--- config.mk ---
export PLATFORM = sky130hd
export DESIGN_NAME = stereo_timing_gen
export DESIGN_NICKNAME = d
export VERILOG_FILES = /design/src/rtl/stereo_timing_pkg.sv /design/src/rtl/st_reset_sync.sv /design/src/rtl/st_step_prescaler.sv /design/src/rtl/st_phase_seq.sv /design/src/rtl/st_toggle_div.sv /design/src/rtl/stereo_timing_gen.sv
export SDC_FILE = /design/constraint.sdc
export NUM_CORES = 1
export LEC_CHECK = 0
export BUFFER_PORTS_ARGS = -buffer_cell sky130_fd_sc_hd__buf_2
export CAP_MARGIN = 20
export CORE_ASPECT_RATIO = 1.1
export CORE_MARGIN = 5
export CORE_UTILIZATION = 40
export CTS_CLUSTER_DIAMETER = 200
export CTS_CLUSTER_SIZE = 12
export DETAILED_ROUTE_END_ITERATION = 8
export GPL_ROUTABILITY_DRIVEN = 0
export SLEW_MARGIN = 0
export SYNTH_ARGS = -nofsm -noshare
export SYNTH_HDL_FRONTEND = slang
export SYNTH_SLANG_ARGS = --single-unit
--- constraint.sdc ---
create_clock -name clk -period 1.61 [get_ports clk]
set_clock_uncertainty 0.05 [all_clocks]
set_input_delay 0.2415 -clock clk [delete_from_list [all_inputs] [get_ports clk]]
set_output_delay 0.2415 -clock clk [all_outputs]
set_load 0.02 [all_outputs]
--- src/rtl/stereo_timing_pkg.sv ---
package stereo_timing_pkg;
  localparam int unsigned DEF_PRESCALE  = 19;  // master clocks per step
  localparam int unsigned DEF_PHASES    = 6;   // steps per subcarrier period
  localparam int unsigned DEF_RDS_STEPS = 2;   // steps per data-carrier half period
  typedef logic [1:0] weight_t;
endpackage

--- src/rtl/st_reset_sync.sv ---
module st_reset_sync (
  input  logic clk,
  input  logic rst_n,
  output logic rst_int_n
);
  logic meta_q, sync_q;

  always_ff @(posedge clk or negedge rst_n) begin
    if (!rst_n) begin
      meta_q <= 1'b0;
      sync_q <= 1'b0;
    end else begin
      meta_q <= 1'b1;
      sync_q <= meta_q;
    end
  end

  assign rst_int_n = sync_q;
endmodule

--- src/rtl/st_step_prescaler.sv ---
module st_step_prescaler #(
  parameter int unsigned DIV = 19
) (
  input  logic clk,
  input  logic rst_n,
  output logic step_en
);
  localparam int unsigned CW = (DIV > 1) ? $clog2(DIV) : 1;
  localparam logic [CW-1:0] LAST = CW'(DIV - 1);

  logic [CW-1:0] cnt_q, cnt_d;

  always_comb begin
    step_en = (cnt_q == LAST);
    cnt_d   = step_en ? '0 : cnt_q + CW'(1);
  end

  always_ff @(posedge clk or negedge rst_n) begin
    if (!rst_n) cnt_q <= '0;
    else        cnt_q <= cnt_d;
  end

  assert_cnt_range_R3: assert property (@(posedge clk) disable iff (!rst_n)
    cnt_q <= LAST);
endmodule

--- src/rtl/st_phase_seq.sv ---
module st_phase_seq
  import stereo_timing_pkg::*;
#(
  parameter int unsigned PHASES = 6
) (
  input  logic    clk,
  input  logic    rst_n,
  input  logic    step_en,
  output logic    sub_sq,
  output logic    sub_dly,
  output logic    wrap,
  output weight_t left_wt,
  output weight_t right_wt
);
  localparam int unsigned SW   = $clog2(PHASES);
  localparam int unsigned HALF = PHASES / 2;
  localparam int unsigned LAG  = PHASES / 6;  // 60 degrees in steps
  localparam logic [SW-1:0] LAST = SW'(PHASES - 1);

  logic [SW-1:0] ph_q, ph_d;

  always_comb begin
    wrap = (ph_q == LAST);
    ph_d = ph_q;
    if (step_en) ph_d = wrap ? '0 : ph_q + SW'(1);
  end

  always_ff @(posedge clk or negedge rst_n) begin
    if (!rst_n) ph_q <= '0;
    else        ph_q <= ph_d;
  end

  always_comb begin
    sub_sq   = (ph_q < SW'(HALF));
    sub_dly  = (ph_q >= SW'(LAG)) && (ph_q < SW'(HALF + LAG));
    left_wt  = {1'b0, sub_sq} + {1'b0, sub_dly};
    right_wt = 2'd2 - left_wt;
  end

  assert_phase_range_R3: assert property (@(posedge clk) disable iff (!rst_n)
    ph_q <= LAST);
  assert_dly_lags_R5: assert property (@(posedge clk) disable iff (!rst_n)
    $rose(sub_dly) |-> (sub_sq && $past(sub_sq)));
  assert_no_weight_jump_R8: assert property (@(posedge clk) disable iff (!rst_n)
    (left_wt == 2'd2) |=> (left_wt != 2'd0));
endmodule

--- src/rtl/st_toggle_div.sv ---
module st_toggle_div #(
  parameter int unsigned TICKS = 2
) (
  input  logic clk,
  input  logic rst_n,
  input  logic en,
  output logic q
);
  localparam int unsigned CW = (TICKS > 1) ? $clog2(TICKS) : 1;
  localparam logic [CW-1:0] LAST = CW'(TICKS - 1);

  logic [CW-1:0] cnt_q, cnt_d;
  logic          q_q, q_d;

  always_comb begin
    cnt_d = cnt_q;
    q_d   = q_q;
    if (en) begin
      if (cnt_q == LAST) begin
        cnt_d = '0;
        q_d   = ~q_q;
      end else begin
        cnt_d = cnt_q + CW'(1);
      end
    end
  end

  always_ff @(posedge clk or negedge rst_n) begin
    if (!rst_n) begin
      cnt_q <= '0;
      q_q   <= 1'b0;
    end else begin
      cnt_q <= cnt_d;
      q_q   <= q_d;
    end
  end

  assign q = q_q;

  assert_hold_between_ticks_R7: assert property (@(posedge clk) disable iff (!rst_n)
    !en |=> $stable(q));
endmodule

--- src/rtl/stereo_timing_gen.sv ---
module stereo_timing_gen
  import stereo_timing_pkg::*;
#(
  parameter int unsigned PRESCALE  = DEF_PRESCALE,
  parameter int unsigned PHASES    = DEF_PHASES,
  parameter int unsigned RDS_STEPS = DEF_RDS_STEPS
) (
  input  logic       clk,
  input  logic       rst_n,
  output logic       sub_sq,
  output logic       sub_dly,
  output logic       pilot_sq,
  output logic       rds_sq,
  output logic [1:0] left_wt,
  output logic [1:0] right_wt
);
  logic rst_int_n;
  logic step_en;
  logic wrap;
  logic pilot_en;

  st_reset_sync i_rsync (.clk(clk), .rst_n(rst_n), .rst_int_n(rst_int_n));

  st_step_prescaler #(.DIV(PRESCALE)) i_pre (
    .clk(clk), .rst_n(rst_int_n), .step_en(step_en));

  st_phase_seq #(.PHASES(PHASES)) i_seq (
    .clk(clk), .rst_n(rst_int_n), .step_en(step_en),
    .sub_sq(sub_sq), .sub_dly(sub_dly), .wrap(wrap),
    .left_wt(left_wt), .right_wt(right_wt));

  // pilot: one toggle per subcarrier rising edge (wrap 5 -> 0)
  assign pilot_en = step_en & wrap;

  st_toggle_div #(.TICKS(1)) i_pilot (
    .clk(clk), .rst_n(rst_int_n), .en(pilot_en), .q(pilot_sq));

  st_toggle_div #(.TICKS(RDS_STEPS)) i_rds (
    .clk(clk), .rst_n(rst_int_n), .en(step_en), .q(rds_sq));

  assert_pilot_on_rise_R6: assert property (@(posedge clk) disable iff (!rst_int_n)
    $rose(sub_sq) |-> (pilot_sq != $past(pilot_sq)));
  assert_pilot_quiet_R6: assert property (@(posedge clk) disable iff (!rst_int_n)
    !$rose(sub_sq) |-> $stable(pilot_sq));
endmodule

==> results by group, run 1 <==
Synth
  – Most common cell in the netlist: dfrtp_1
  – Largest cells by area after synthesis: dfrtp_1 56%, ha_1 8.6%, xnor2_1 6.0%, mux2_1 3.9%, nor2_1 3.2%
  – Post-synth top cells: 13 x dfrtp_1, 5 x nor2_1, 4 x ha_1, 4 x xnor2_1, 3 x inv_1
  – Share of the synthesized area in the top cell type: 55.8%
  – EDFF count, synth: 0
  – Distinct cells, synth: 20
  – Top_reg_cell synth: dfrtp_1
  – Seq/Total Area, Yosys: 55.8%
  – Flops & latches, synth: 13
  – Ys async rst share: 100%
  – Synth Cell Area: 583 sq um
  – Syn_nets: 55
  – Cell type with the highest aggregate area in the netlist: dfrtp_1
  – Synth warnings: 0
  – Cell count after synthesis: 49
  – Avg Cell Area, Syn: 11.9 sq um

Floorplanning
  – Die ar.: 2320 sq um
  – Die width: 46.4 um
  – Area of the core: 1380 sq um
  – Top Ports: 10
  – Die height: 50.0 um
  – # rows: 14
  – Initial core utilization: 42.1%

Clock network
  – Clock Root Buffer: clkbuf_4
  – Num Clock Sinks: 13
  – Clk buf depth: 2
  – Clock slew at reported path FFs: 0.08 ns
  – CTS Buf Count: 3
  – CTS tree: done
  – H-tree Lvls: 1
  – Later-pin clock latency in the skew report: 0.28 ns

Power
  – Comb pwr share: 0.7%
  – PwrDens: 717 nW/um^2
  – Cell Int Power: 427 uW
  – Flop pwr share: 62.2%
  – Pleak: 0.000372 uW
  – Clock share of power: 37.1%
  – Switching share of power: 20.4%
  – VDD IR max: 0.539 mV
  – P_sw: 110 uW

Worst setup path
  – Crit-path cells: or2_4, ha_4, buf_6
  – Critical setup path kind: reg2out
  – Crit path largest cell delay: 0.41 ns
  – Critical path launch point type: flip-flop
  – WP data required: 1.32 ns
  – Flop-to-flop setup slack: 0.12 ns
  – CP max FO: 4
  – Critical Path AT: 1.34 ns
  – Crit. End Element: primary output
  – Slowest cell on the critical path: dfrtp_1

STA
  – Setup ws final: -0.0234 ns
  – Fin. Hold Viols: 0
  – Final setup violation count: 2
  – Unrepaired setup endpoints after global routing: true
  – Max Slew Vio Count: 0
  – Fmax: 612 MHz
  – Tcrit/Tclk final: 101%
  – Fin crit period: 1.63 ns

Final layout
  – Multi-input combinational cell area: 246 sq um
  – Final Core Density: 54.1%
  – FF/Latch Area: 325 sq um
  – Fill count: 133
  – Layout area overhead: 28.3%
  – Ant. Diodes: 0
  – Layout Nets: 74
  – Layout cells sized above 1: 29.9%

Route
  – Avg WL per Cell: 10.3 um
  – Drt initial violations: 5
  – Via density: 4.61
  – Wirelength, routed: 853 um
  – DRC Markers: 0
  – Final ANT Viol Nets: 0
  – Initial DRT Pass Iterations: 4
  – Vias: 383

Place
  – Pre-CTS setup slack: 0.109 ns
  – Buffers on Ports: 9
  – DP Wirelength: 606 um

Global route
  – Remaining global-route overflow: 0
  – Largest net degree at the start of global routing: 12
  – GRT Overall Usage: 8.88%
  – Vias in the first global route: 376
  – Global-route wire length before repair: 1420 um
  – Initial antenna violation count: 0

Hold path
  – Hold crit path type: reg2async

Run status
  – Failing checks: setup timing
  – Outcome: complete, but fails checks

Job
  – Max Cap Viol: 0
[cells by family after synthesis]
family	Yosys count	share of synthesized area, %
buf+inv	5	4.51
mux	2	3.86
xor+xnor	6	9.01
simple gates	15	14.6
flops	13	55.8
fa+ha+maj	4	8.58
compound gates	3	3.00
other cells	1	0.643
[stage by stage]
step	TNS [ns]	area [sq um]	hold WS [ns]	power, uW	cells
5_1_grt	-0.175	748	0.169	565	83
6_report	-0.0469	748	0.125	537	83
3_3_place_gp	0	641	-0.0208	343	73
2_1_floorplan	0	583	-0.104	340	49
4_1_cts	-0.0589	744	0.142	545	83
3_5_place_dp	0	641	-0.0226	343	73
[critical path: cells and delay by family (launching register included)]
family / cells / cell delay [ns]
fa+ha+maj: 1 / 0.27
buf+inv: 1 / 0.11
simple gates: 1 / 0.27
flops: 1 / 0.41
[sequential cells by signal, summed over array words and instances, names as in the netlist]
register,flops
i_pre.cnt_q,5
i_rsync.rst_int_n,1
i_rsync.meta_q,1
i_seq.ph_q,3
i_rds.cnt_q,1
i_pilot.q,1
i_rds.q,1
[placed cells by master, fill, tap and decap left out, types with 2 or more instances in the layout]
| master | n |
|---|---|
| dfrtp_1 | 13 |
| buf_2 | 6 |
| buf_4 | 6 |
| nor2_1 | 5 |
| xnor2_1 | 4 |
| inv_1 | 3 |
| ha_1 | 3 |
| clkbuf_4 | 3 |
| buf_6 | 3 |
| a21oi_1 | 2 |
| nand2_1 | 2 |
| mux2_1 | 2 |
| xor2_1 | 2 |
[power by group through the flow]
| stage | Sequential (uW) | Combinational, uW | Clock [uW] |
|---|---|---|---|
| floorplan | 339 | 0.202 | 0 |
| global placement | 341 | 2.01 | 0 |
| detailed placement | 341 | 1.93 | 0 |
| CTS | 334 | 3.77 | 207 |
| global route | 335 | 4.29 | 226 |
| finish | 334 | 3.77 | 199 |
[metal layers]
| layer | up-vias | wire, um | GRT usage, % |
|---|---|---|---|
| li1 | 192 | - | - |
| met1 | 174 | 391 | 10.2 |
| met5 | - | 0 | 0 |
| met4 | 0 | 34 | 8.53 |
| met3 | 5 | 60 | 2.18 |
| met2 | 12 | 368 | 12.6 |
[area by class of cell]
cell class / count / area share [%]
Clock buffer: 4 / 3.51
Inverter: 3 / 1.51
Multi-Input combinational cell: 31 / 32.9
Sequential cell: 13 / 43.5
Tap cell: 16 / 2.68
Timing Repair Buffer: 16 / 15.9
[final timing paths]
path	startpoint	to	depth (start not counted)
max in group asynchronous	i_rsync.rst_int_n	i_pre.cnt_q[2]	0
min in group clk	i_rsync.meta_q	i_rsync.rst_int_n	0
worst max-delay path	i_seq.ph_q[2]	left_wt[0]	3
worst min-delay path	i_rsync.rst_int_n	i_rds.q	0
worst max register to register	i_pre.cnt_q[0]	i_seq.ph_q[2]	5
worst min register to register	i_rsync.rst_int_n	i_rds.q	0
[repair_timing]
item / 4_1_cts / 5_1_grt
resized for setup: 7 / 1
hold buffers: 1 / 0
buffers inserted: 5 / 0
endpoints found under the hold margin: 2 / 0
pin swaps: 1 / 0
endpoints found under the setup margin: 4 / 3
No activity file was read; power rests on OpenSTA's default activity.
==> run 2, diff against run 1 <==
--- a/config.mk
+++ b/config.mk
@@ -10,6 +10,7 @@
 export CORE_ASPECT_RATIO = 1.1
 export CORE_MARGIN = 5
 export CORE_UTILIZATION = 40
+export CTS_BUF_LIST = sky130_fd_sc_hd__clkbuf_16
 export CTS_CLUSTER_DIAMETER = 200
 export CTS_CLUSTER_SIZE = 12
 export DETAILED_ROUTE_END_ITERATION = 8
==> results by group, run 2 (same netlist as run 1, synthesis figures left out) <==
Floorplanning
  – # rows: 14
  – Initial core utilization: 42.1%
  – Die ar.: 2320 sq um
  – Top Ports: 10
  – Die height: 50.0 um
  – Die width: 46.4 um
  – Area of the core: 1380 sq um

Clock network
  – Clk buf depth: 2
  – H-tree Lvls: 1
  – Clock Root Buffer: clkbuf_16
  – Num Clock Sinks: 13
  – CTS Buf Count: 3
  – Later-pin clock latency in the skew report: 0.24 ns
  – CTS tree: done
  – Clock slew at reported path FFs: 0.04 ns

Power
  – Switching share of power: 17.1%
  – Flop pwr share: 42.2%
  – P_sw: 136 uW
  – VDD IR max: 0.672 mV
  – Clock share of power: 57.3%
  – Pleak: 0.000396 uW
  – Comb pwr share: 0.5%
  – Cell Int Power: 660 uW
  – PwrDens: 1010 nW/um^2

Route
  – Final ANT Viol Nets: 0
  – Vias: 382
  – Via density: 4.60
  – DRC Markers: 0
  – Drt initial violations: 3
  – Wirelength, routed: 876 um
  – Avg WL per Cell: 10.6 um
  – Initial DRT Pass Iterations: 3

STA
  – Fmax: 630 MHz
  – Fin crit period: 1.59 ns
  – Setup TNS: 0 ns
  – Tcrit/Tclk final: 98.6%
  – Unrepaired setup endpoints after global routing: true
  – Max Slew Vio Count: 0
  – Worst hold margin: 0.121 ns
  – Final setup violation count: 0
  – Fin. Hold Viols: 0

Worst setup path
  – Crit path largest cell delay: 0.39 ns
  – CP max FO: 4
  – Crit-path cells: or2_4, ha_4, buf_4
  – Slowest cell on the critical path: dfrtp_1
  – Critical path launch point type: flip-flop
  – Critical Path AT: 1.30 ns
  – Critical setup path kind: reg2out
  – WP data required: 1.32 ns
  – Crit. End Element: primary output

Job
  – Max Cap Viol: 0

Final layout
  – Top Registers: i_pre.cnt_q x5, i_seq.ph_q x3
  – Max FFs per register: 5
  – Multi-input combinational cell area: 246 sq um
  – Fill count: 123
  – Most frequent cells in the layout: 13 x dfrtp_1, 9 x buf_4, 6 x buf_2, 5 x nor2_1
  – Layout area overhead: 35.4%
  – Ant. Diodes: 0
  – Final std cells w/o fill: 83
  – Final Core Density: 57.1%
  – Top reg by flops: i_pre.cnt_q
  – Commonest non-fill, non-tap cell in the layout: dfrtp_1
  – Layout Nets: 74
  – FF/Latch Area: 325 sq um
  – Layout cells sized above 1: 29.9%

Place
  – Inst Count DP: 73
  – Buffers on Ports: 9
  – DP Wirelength: 606 um

Global route
  – Largest net degree at the start of global routing: 12
  – Initial antenna violation count: 0
  – Remaining global-route overflow: 0
  – Global-route wire length before repair: 1450 um
  – Vias in the first global route: 373
  – GRT Overall Usage: 9.16%

Hold path
  – Hold crit path type: reg2async

Run status
  – Outcome: completed
run 2: changes by cell type in the layout (fill, tap and decap cells not counted):
cell       before  now
clkbuf_16       0    3
clkbuf_4        3    0
buf_4           6    9
buf_6           3    0
clkbuf_1        1    0
inv_1           3    4
run 2: power groups by stage:
stage,logic [uW],registers [uW],clock network [uW]
6_report,3.78,336,456
5_1_grt,4.29,337,480
4_1_cts,3.77,336,460
3_5_place_dp,1.93,341,0
3_3_place_gp,2.01,341,0
2_1_floorplan,0.202,339,0
run 2: cell type report:
cell class | instances | share of cell area (%)
clock buffer | 3 | 9.51
clock inverter | 1 | 0.475
inverter | 3 | 1.43
multi-input combinational | 31 | 31.2
sequential | 13 | 41.2
tap | 16 | 2.54
timing repair buffer | 16 | 13.6
run 2: stage by stage:
step	power [uW]	cell area [sq um]	worst slack [ns]
final	796	790	0.0221
after CTS	799	787	0.0175
after detailed placement	343	641	0.109
after global routing	821	790	-0.0120
after global placement	343	641	0.138
after floorplan	340	583	0.0389
run 2: path summary, 6_finish.rpt:
check | from | to | slack (ns) | cells after the start
max | i_seq.ph_q[2] | right_wt[0] | 0.02 | 3
min | i_rsync.rst_int_n | i_rds.q | 0.12 | 0
max reg2reg | i_pre.cnt_q[0] | i_seq.ph_q[2] | 0.13 | 5
min reg2reg | i_rsync.rst_int_n | i_rds.q | 0.12 | 0
max in group asynchronous | i_rsync.rst_int_n | i_seq.ph_q[2] | 1.09 | 0
min in group clk | i_rsync.meta_q | i_rsync.rst_int_n | 0.30 | 0
run 2: timing repair:
action,in CTS,in global routing
endpoints found under the setup margin,4,3
setup buffers,5,0
endpoints found under the hold margin,2,0
resized for setup,4,1
hold buffers,1,0
run 2: routing by layer:
metal  GRT usage [%]  wire length [um]
met2            12.6               394
met4            5.69                17
met3            5.45                82
met1            10.4               383
met5               0                 0
run 2: critical path, delay by kind of cell, from the launching register on:
family / cells / cell delay [ns]
buffers and inverters: 1 / 0.13
flip-flops: 1 / 0.39
adder cells (fa/ha/maj): 1 / 0.27
AND/OR/NAND/NOR: 1 / 0.27
==> run 3, diff against run 2 <==
--- a/config.mk
+++ b/config.mk
@@ -15,6 +15,7 @@
 export CTS_CLUSTER_SIZE = 12
 export DETAILED_ROUTE_END_ITERATION = 8
 export GPL_ROUTABILITY_DRIVEN = 0
+export RECOVER_POWER = 50
 export SLEW_MARGIN = 0
 export SYNTH_ARGS = -nofsm -noshare
 export SYNTH_HDL_FRONTEND = slang
==> results by group, run 3 (same netlist as run 1, synthesis figures left out) <==
Run status
  – Outcome: completed

Global route
  – Largest net degree at the start of global routing: 12
  – Vias in the first global route: 373
  – GRT Overall Usage: 9.16%
  – Remaining global-route overflow: 0
  – Initial antenna violation count: 0
  – Global-route wire length before repair: 1450 um

STA
  – Final setup violation count: 0
  – Fin crit period: 1.59 ns
  – Max Slew Vio Count: 0
  – Tcrit/Tclk final: 98.6%
  – Unrepaired setup endpoints after global routing: true
  – Setup ws final: 0.0221 ns
  – Fin. Hold Viols: 0
  – Fmax: 630 MHz

Route
  – Initial DRT Pass Iterations: 3
  – Final ANT Viol Nets: 0
  – Vias: 382
  – Drt initial violations: 3
  – DRC Markers: 0
  – Avg WL per Cell: 10.6 um
  – Via density: 4.60
  – Wirelength, routed: 876 um

Worst setup path
  – Reg2reg path depth: 5
  – Critical setup path kind: reg2out
  – Crit. End Element: primary output
  – WP data required: 1.32 ns
  – Crit-path cells: or2_4, ha_4, buf_4
  – WP buf/inv: 1
  – Slowest cell on the critical path: dfrtp_1
  – Critical Path Start: i_seq.ph_q[2]
  – Critical path launch point type: flip-flop
  – CP max FO: 4
  – RR Startpoint: i_pre.cnt_q[0]
  – Flop-to-flop setup slack: 0.13 ns
  – Instance count on the critical path: 3
  – Family with the most delay on the worst path: flip-flops
  – Crit path largest cell delay: 0.39 ns
  – Critical Path AT: 1.30 ns

Final layout
  – Max FFs per register: 5
  – Ant. Diodes: 0
  – Layout cells sized above 1: 28.4%
  – Top Registers: i_pre.cnt_q x5, i_seq.ph_q x3
  – Fill count: 123
  – Layout Nets: 74
  – Top reg by flops: i_pre.cnt_q
  – Layout area overhead: 35.2%
  – Most frequent cells in the layout: 13 x dfrtp_1, 9 x buf_4, 5 x nor2_1, 5 x buf_2
  – Commonest non-fill, non-tap cell in the layout: dfrtp_1

Place
  – Buffers on Ports: 9
  – DP Wirelength: 606 um
  – Pre-CTS setup slack: 0.109 ns

Clock network
  – Clock Root Buffer: clkbuf_16
  – Num Clock Sinks: 13
  – CTS tree: done
  – Later-pin clock latency in the skew report: 0.24 ns
  – CTS Buf Count: 3
  – H-tree Lvls: 1
  – Clock slew at reported path FFs: 0.04 ns
  – Clk buf depth: 2

Floorplanning
  – Top Ports: 10
  – Die ar.: 2320 sq um
  – Initial core utilization: 42.1%
  – Area of the core: 1380 sq um
  – # rows: 14
  – Die width: 46.4 um
  – Die height: 50.0 um

Job
  – Max Cap Viol: 0

Power
  – VDD IR max: 0.671 mV
  – Pleak: 0.000393 uW
  – PwrDens: 1010 nW/um^2
  – Tot Pwr: 795 uW

Hold path
  – Hold crit path type: reg2async
==> run 3: power breakdown <==
group	internal (uW)	switching, uW	leakage, uW
Combinational	2.10	1.39	0.000194
Clock	327	130	0.0000423
Sequential	330	5.26	0.000157
Total	659	136	0.000393
==> run 3: path summary, 6_finish.rpt <==
| kind | end |
|---|---|
| min in group clk | i_rsync.rst_int_n |
| setup / recovery | right_wt[0] |
| max in group asynchronous | i_seq.ph_q[2] |
| setup reg to reg | i_seq.ph_q[2] |
| hold reg to reg | i_rds.q |
| hold / removal | i_rds.q |
==> run 3: routing by layer <==
layer | global-route usage [%] | wire [um]
met1 | 10.4 | 383
met2 | 12.6 | 394
met4 | 5.69 | 17
met5 | 0 | 0
met3 | 5.45 | 82
==> run 3: stage by stage <==
stage	cell area [sq um]	hold WS (ns)	std cells	TNS, ns	util, %
final	788	0.121	83	0	57.0
after detailed placement	641	-0.0226	73	0	46.3
after CTS	787	0.141	83	0	56.9
after floorplan	583	-0.104	49	0	-
after global placement	641	-0.0208	73	0	46.3
after global routing	788	0.161	83	-0.0222	57.0
==> run 3: what timing repair did <==
action,in CTS,in global routing
gates resized for setup,4,1
gates cloned,0,0
endpoints found under the setup margin,4,3
setup buffers,5,0
hold buffers,1,0
endpoints found under the hold margin,2,0
==> run 3: area by class of cell <==
cell class / count / area, sq um / area share [%]
Multi-Input combinational cell: 31 / 246 / 31.3
Tap cell: 16 / 20.0 / 2.54
Timing Repair Buffer: 16 / 106 / 13.5
Clock inverter: 1 / 3.75 / 0.476
Inverter: 3 / 11.3 / 1.43
Sequential cell: 13 / 325 / 41.3
Clock buffer: 3 / 75.1 / 9.52
==> run 3: worst reg2reg max path, stage by stage, from the launching register on <==
cell and delay (ns):
dfrtp_1 0.40, inv_1 0.07, ha_1 0.15, and4bb_1 0.28, nand2_1 0.10, mux2_1 0.31
